### config.mk
export PLATFORM = sky130hd
export DESIGN_NAME = bank_holdoff_timer
export DESIGN_NICKNAME = d
export VERILOG_FILES = /design/src/rtl/bank_holdoff_pkg.sv /design/src/rtl/holdoff_downcounter.sv /design/src/rtl/holdoff_bank_latch.sv /design/src/rtl/holdoff_lane.sv /design/src/rtl/bank_holdoff_timer.sv
export SDC_FILE = /design/constraint.sdc
export NUM_CORES = 1
export LEC_CHECK = 0
export ABC_AREA = 0
export BUFFER_PORTS_ARGS = -buffer_cell sky130_fd_sc_hd__buf_2
export CORE_AREA = 3 3 61 63
export DETAILED_ROUTE_END_ITERATION = 16
export DIE_AREA = 0 0 64 66
export PLACE_DENSITY_LB_ADDON = 0.25
export SYNTH_ARGS = -nofsm -noshare
export SYNTH_HDL_FRONTEND = slang
export SYNTH_SLANG_ARGS = --single-unit
### constraint.sdc
create_clock -name clk -period 1.4 [get_ports clk]
set_input_delay 0.14 -clock clk [delete_from_list [all_inputs] [get_ports clk]]
set_output_delay 0.14 -clock clk [all_outputs]
set_load 0.01 [all_outputs]
### src/rtl/bank_holdoff_pkg.sv
package bank_holdoff_pkg;
    typedef enum logic {
        HO_IDLE  = 1'b0,
        HO_COUNT = 1'b1
    } ho_state_e;
endpackage

### src/rtl/holdoff_downcounter.sv
module holdoff_downcounter #(
    parameter int DLY_W = 4
) (
    input  logic             clk,
    input  logic             rst_n,
    input  logic             load,
    input  logic [DLY_W-1:0] load_val,
    input  logic             dec,
    output logic [DLY_W-1:0] count,
    output logic             at_one
);
    localparam logic [DLY_W-1:0] ONE = DLY_W'(1);

    always_ff @(posedge clk or negedge rst_n) begin
        if (!rst_n) begin
            count <= '0;
        end else if (load) begin
            count <= load_val;
        end else if (dec && count != '0) begin
            count <= count - ONE;
        end
    end

    assign at_one = (count == ONE);


    step_down_chk: assert property (@(posedge clk) disable iff (!rst_n)
        (dec && !load && count != '0) |=> count == $past(count) - ONE);
endmodule

### src/rtl/holdoff_bank_latch.sv
module holdoff_bank_latch #(
    parameter int BANK_W = 3
) (
    input  logic              clk,
    input  logic              rst_n,
    input  logic              capture,
    input  logic [BANK_W-1:0] bank_in,
    output logic [BANK_W-1:0] bank_q
);
    always_ff @(posedge clk or negedge rst_n) begin
        if (!rst_n) begin
            bank_q <= '0;
        end else if (capture) begin
            bank_q <= bank_in;
        end
    end


    bank_hold_chk: assert property (@(posedge clk) disable iff (!rst_n)
        !capture |=> $stable(bank_q));
endmodule

### src/rtl/holdoff_lane.sv
module holdoff_lane
    import bank_holdoff_pkg::*;
#(
    parameter int BANK_W = 3,
    parameter int DLY_W  = 4
) (
    input  logic              clk,
    input  logic              rst_n,
    input  logic              arm,
    input  logic [BANK_W-1:0] arm_bank,
    input  logic [DLY_W-1:0]  delay,
    input  logic              req_valid,
    input  logic [BANK_W-1:0] req_bank,
    output logic              busy,
    output logic              blocked
);
    ho_state_e         state_q, state_d;
    logic [DLY_W-1:0]  count;
    logic              at_one;
    logic [BANK_W-1:0] held_bank;
    logic              delay_nz;
    logic              dec;

    assign delay_nz = (delay != '0);

    // State register
    always_ff @(posedge clk or negedge rst_n) begin
        if (!rst_n) begin
            state_q <= HO_IDLE;
        end else begin
            state_q <= state_d;
        end
    end

    // Next state: arm / rearm / cancel / expire / tick
    always_comb begin
        state_d = state_q;
        unique case (state_q)
            HO_IDLE: begin
                if (arm && delay_nz) state_d = HO_COUNT;
            end
            HO_COUNT: begin
                if (arm) begin
                    state_d = delay_nz ? HO_COUNT : HO_IDLE;
                end else if (at_one) begin
                    state_d = HO_IDLE;
                end else begin
                    state_d = HO_COUNT;
                end
            end
            default: state_d = HO_IDLE;
        endcase
    end

    // Outputs
    always_comb begin
        busy    = 1'b0;
        blocked = 1'b0;
        dec     = 1'b0;
        unique case (state_q)
            HO_IDLE: begin
                busy = 1'b0;
            end
            HO_COUNT: begin
                busy    = 1'b1;
                dec     = !arm;
                blocked = req_valid && (req_bank == held_bank);
            end
            default: busy = 1'b0;
        endcase
    end

    holdoff_downcounter #(.DLY_W(DLY_W)) u_cnt (
        .clk      (clk),
        .rst_n    (rst_n),
        .load     (arm),
        .load_val (delay),
        .dec      (dec),
        .count    (count),
        .at_one   (at_one)
    );

    holdoff_bank_latch #(.BANK_W(BANK_W)) u_bank (
        .clk     (clk),
        .rst_n   (rst_n),
        .capture (arm),
        .bank_in (arm_bank),
        .bank_q  (held_bank)
    );


    busy_count_chk: assert property (@(posedge clk) disable iff (!rst_n)
        busy |-> count != '0);


    load_full_chk: assert property (@(posedge clk) disable iff (!rst_n)
        (arm && delay_nz) |=> (busy && count == $past(delay)));


    zero_delay_chk: assert property (@(posedge clk) disable iff (!rst_n)
        (arm && !delay_nz) |=> !busy);


    idle_pass_chk: assert property (@(posedge clk) disable iff (!rst_n)
        !busy |-> !blocked);


    expire_chk: assert property (@(posedge clk) disable iff (!rst_n)
        (busy && at_one && !arm) |=> !busy);
endmodule

### src/rtl/bank_holdoff_timer.sv
module bank_holdoff_timer #(
    parameter int N_ENG  = 2,
    parameter int BANK_W = 3,
    parameter int DLY_W  = 4
) (
    input  logic                     clk,
    input  logic                     rst_n,
    input  logic [N_ENG-1:0]         arm,
    input  logic [N_ENG*BANK_W-1:0]  arm_bank,
    input  logic [N_ENG*DLY_W-1:0]   delay,
    input  logic [N_ENG-1:0]         req_valid,
    input  logic [N_ENG*BANK_W-1:0]  req_bank,
    output logic [N_ENG-1:0]         busy,
    output logic [N_ENG-1:0]         blocked
);
    for (genvar e = 0; e < N_ENG; e++) begin : g_lane
        holdoff_lane #(
            .BANK_W (BANK_W),
            .DLY_W  (DLY_W)
        ) u_lane (
            .clk       (clk),
            .rst_n     (rst_n),
            .arm       (arm[e]),
            .arm_bank  (arm_bank[e*BANK_W +: BANK_W]),
            .delay     (delay[e*DLY_W +: DLY_W]),
            .req_valid (req_valid[e]),
            .req_bank  (req_bank[e*BANK_W +: BANK_W]),
            .busy      (busy[e]),
            .blocked   (blocked[e])
        );
    end


    reset_quiet_chk: assert property (@(posedge clk)
        !rst_n |=> (busy == '0 || rst_n));
endmodule

==> flow_summary.toml <==
[worst_hold_path]
hold_path_class = "input pin to flip-flop"

[die]
fp-row-count = 21
initial_core_util_pct = 29.4
ios = 30
dieHeight_um = 66
dieWidth_um = 64
fp.coreArea_um2 = 3280
dieArea_um2 = 4220

[layout]
final_cell_mix = "29 x buf_2, 16 x dfrtp_1, 12 x buf_4"
final_area_um2 = 1310
fin_nets = 163
syn2layout_area_growth_pct = 35.1
n_antenna_cell = 0
final_common_cell = "buf_2"
layoutNonFillerInstCount = 178
layout-drive-gt1-share_pct = 47.0

[power]
p_leak_nw = 0.610
totalPowerFinal_w = 0.00131
ir_worst_vdd_mv = 0.561
p_per_area_nw_per_um2 = 999

[route]
drcViolationCount = 0
drt-vias-per-instance = 4.63
drtIter0Drc = 40
vias = 824
wl_per_cell_um = 11.9
wl_um = 2110
antenna_left = 0
firstDrtPassIters = 4

[global_routing]
met3_usage_pct = 4.08
grtUsageMet2_pct = 17.5
grt_max_degree = 17
gr-total-overflow = 0
grt_busiest_layer = "met2"
grt_util_all_layers_pct = 10.5
grt_antenna_before_repair = 0
grt_pass1_wl_um = 3510
grt_util_met1_pct = 12.8
grt_pass1_vias = 823

[timing]
timing.fmax_mhz = 714
layout_setup_ws_ns = -0.000957
setup_tns_ns = -0.000957
fin_skew_ns = 0.00783
finalMaxSlewViolations = 0
rsz0062_at_grt = "true"
worst_slew_pin_slew_ns = 0.382
hold_viol = 0
period_needed_ns = 1.40
maxSlewHeadroom_pct = 74.6
setup_viol = 1
period_share_pct = 100

[place]
dp_cells = 168
preCtsSetupSlack_ns = -0.0145
dpl-instance-area_um2 = 1170
routabilityCongestion = 0.812
hpwl_um = 1590
place.port_buffers = 29

[logic_synthesis]
syn_area_per_cell_um2 = 10.3
ys_ff_latch = 16
synthesis.nets = 124
ys_seq_area_share_pct = 41.4
ys.warnings.count = 0
synthCells = 94
syn_area_um2 = 967
yosysUniqueCellTypes = 32
synth-edff-count = 0
ys.flop_type = "dfrtp_1"
async_reset_ff_share_pct = 100

[worst_setup_path]
cp_slowest_stage_delay_ns = 0.40
end_kind = "flip-flop"
crit_type = "flip-flop to flip-flop"
cp.arrival_ns = 1.57
required_ns = 1.57
crit_slowest_cell = "dfrtp_1"
crit_family = "flip-flops"
critical_path.max_fanout = 3
cp-start-kind = "flip-flop"
crit_chain = "inv_2 > ha_4 > or3b_4 > mux2i_1 > o311ai_1"
cp_num_buf_inv = 1

[clocking]
cts_num_sinks = 16
h-tree-depth = 1
cts_buffer_depth = 2
cts_tree = "done"
numCtsBuffers = 3
clk_latency_ns = 0.29
path_clk_slew_ns = 0.10
ctsRootBufferMaster = "clkbuf_4"

[run_status]
status = "complete, but fails checks"
violations = "negative setup slack"

[flow_run]
max_cap_viol_count = 0
-- metrics by stage --
stage,hold WS [ns],util (%)
floorplan,-0.156,-
global placement,0.0845,35.7
detailed placement,0.0802,35.7
CTS,0.0539,37.8
global route,0.0480,39.8
finish,0.0631,39.8
-- Yosys cell counts (4+ instances only) --
cell type,number,share of area [%]
nor3b_1,5,3.9
nor3_1,4,2.1
ha_1,4,5.2
dfrtp_1,16,41
buf_4,5,3.9
mux2_2,4,4.7
inv_1,6,2.3
nand2_1,7,2.7
xor2_1,4,3.6
-- power breakdown --
group	switching [W]	internal, W	total, W
clock network	0.000148	0.000158	0.000306
registers	0.0000578	0.000520	0.000578
logic	0.000183	0.000239	0.000421
total	0.000388	0.000917	0.00131
-- per-layer routing --
| layer | wire, µm | up-vias |
|---|---|---|
| li1 | - | 410 |
| met1 | 934 | 394 |
| met2 | 1050 | 18 |
| met3 | 112 | 2 |
| met4 | 13 | 0 |
| met5 | 0 | - |
-- worst paths after layout --
kind | from | slack [ns] | depth (start not counted) | end
setup / recovery | g_lane[1].u_lane.u_cnt.count[0]$_DFFE_PN0P_ | -0.001 | 5 | g_lane[1].u_lane.u_cnt.count[0]$_DFFE_PN0P_
hold / removal | arm_bank[4] | 0.06 | 2 | g_lane[1].u_lane.u_bank.bank_q[1]$_DFFE_PN0P_
setup reg to reg | g_lane[1].u_lane.u_cnt.count[0]$_DFFE_PN0P_ | -0.001 | 5 | g_lane[1].u_lane.u_cnt.count[0]$_DFFE_PN0P_
hold reg to reg | g_lane[1].u_lane.u_bank.bank_q[1]$_DFFE_PN0P_ | 0.52 | 1 | g_lane[1].u_lane.u_bank.bank_q[1]$_DFFE_PN0P_
max in group asynchronous | rst_n | 0.82 | 2 | g_lane[0].u_lane.state_q$_DFF_PN0_
min in group asynchronous | rst_n | 0.30 | 2 | g_lane[1].u_lane.u_cnt.count[1]$_DFFE_PN0P_
-- flip-flops by register name, summed over array words and instances (netlist names) --
name                         count
g_lane.u_lane.u_bank.bank_q      6
g_lane.u_lane.state_q            2
g_lane.u_lane.u_cnt.count        8
-- layout make-up --
type                            instances  area, µm²
Clock buffer                            4       36.3
Fill cell                             333       1980
Inverter                                7       26.3
Multi-Input combinational cell         63        541
Sequential cell                        16        400
Tap cell                               46       57.6
Timing Repair Buffer                   42        245
-- cell families after synthesis --
kind of cell	count (synthesis)	share of synthesized area (%)
flops	16	41.4
xor+xnor	6	5.43
fa+ha+maj	4	5.17
simple gates	28	19.0
mux	7	8.02
buf+inv	15	8.15
compound gates	18	12.8
-- what timing repair did --
item | CTS | global route
pin swaps | 2 | 8
hold buffers | 1 | 0
endpoints found under the setup margin | 3 | 7
endpoints found under the hold margin | 16 | 0
buffers inserted | 1 | 4
gates resized for setup | 4 | 7
Note: power is estimated with default switching activity, not from simulation.
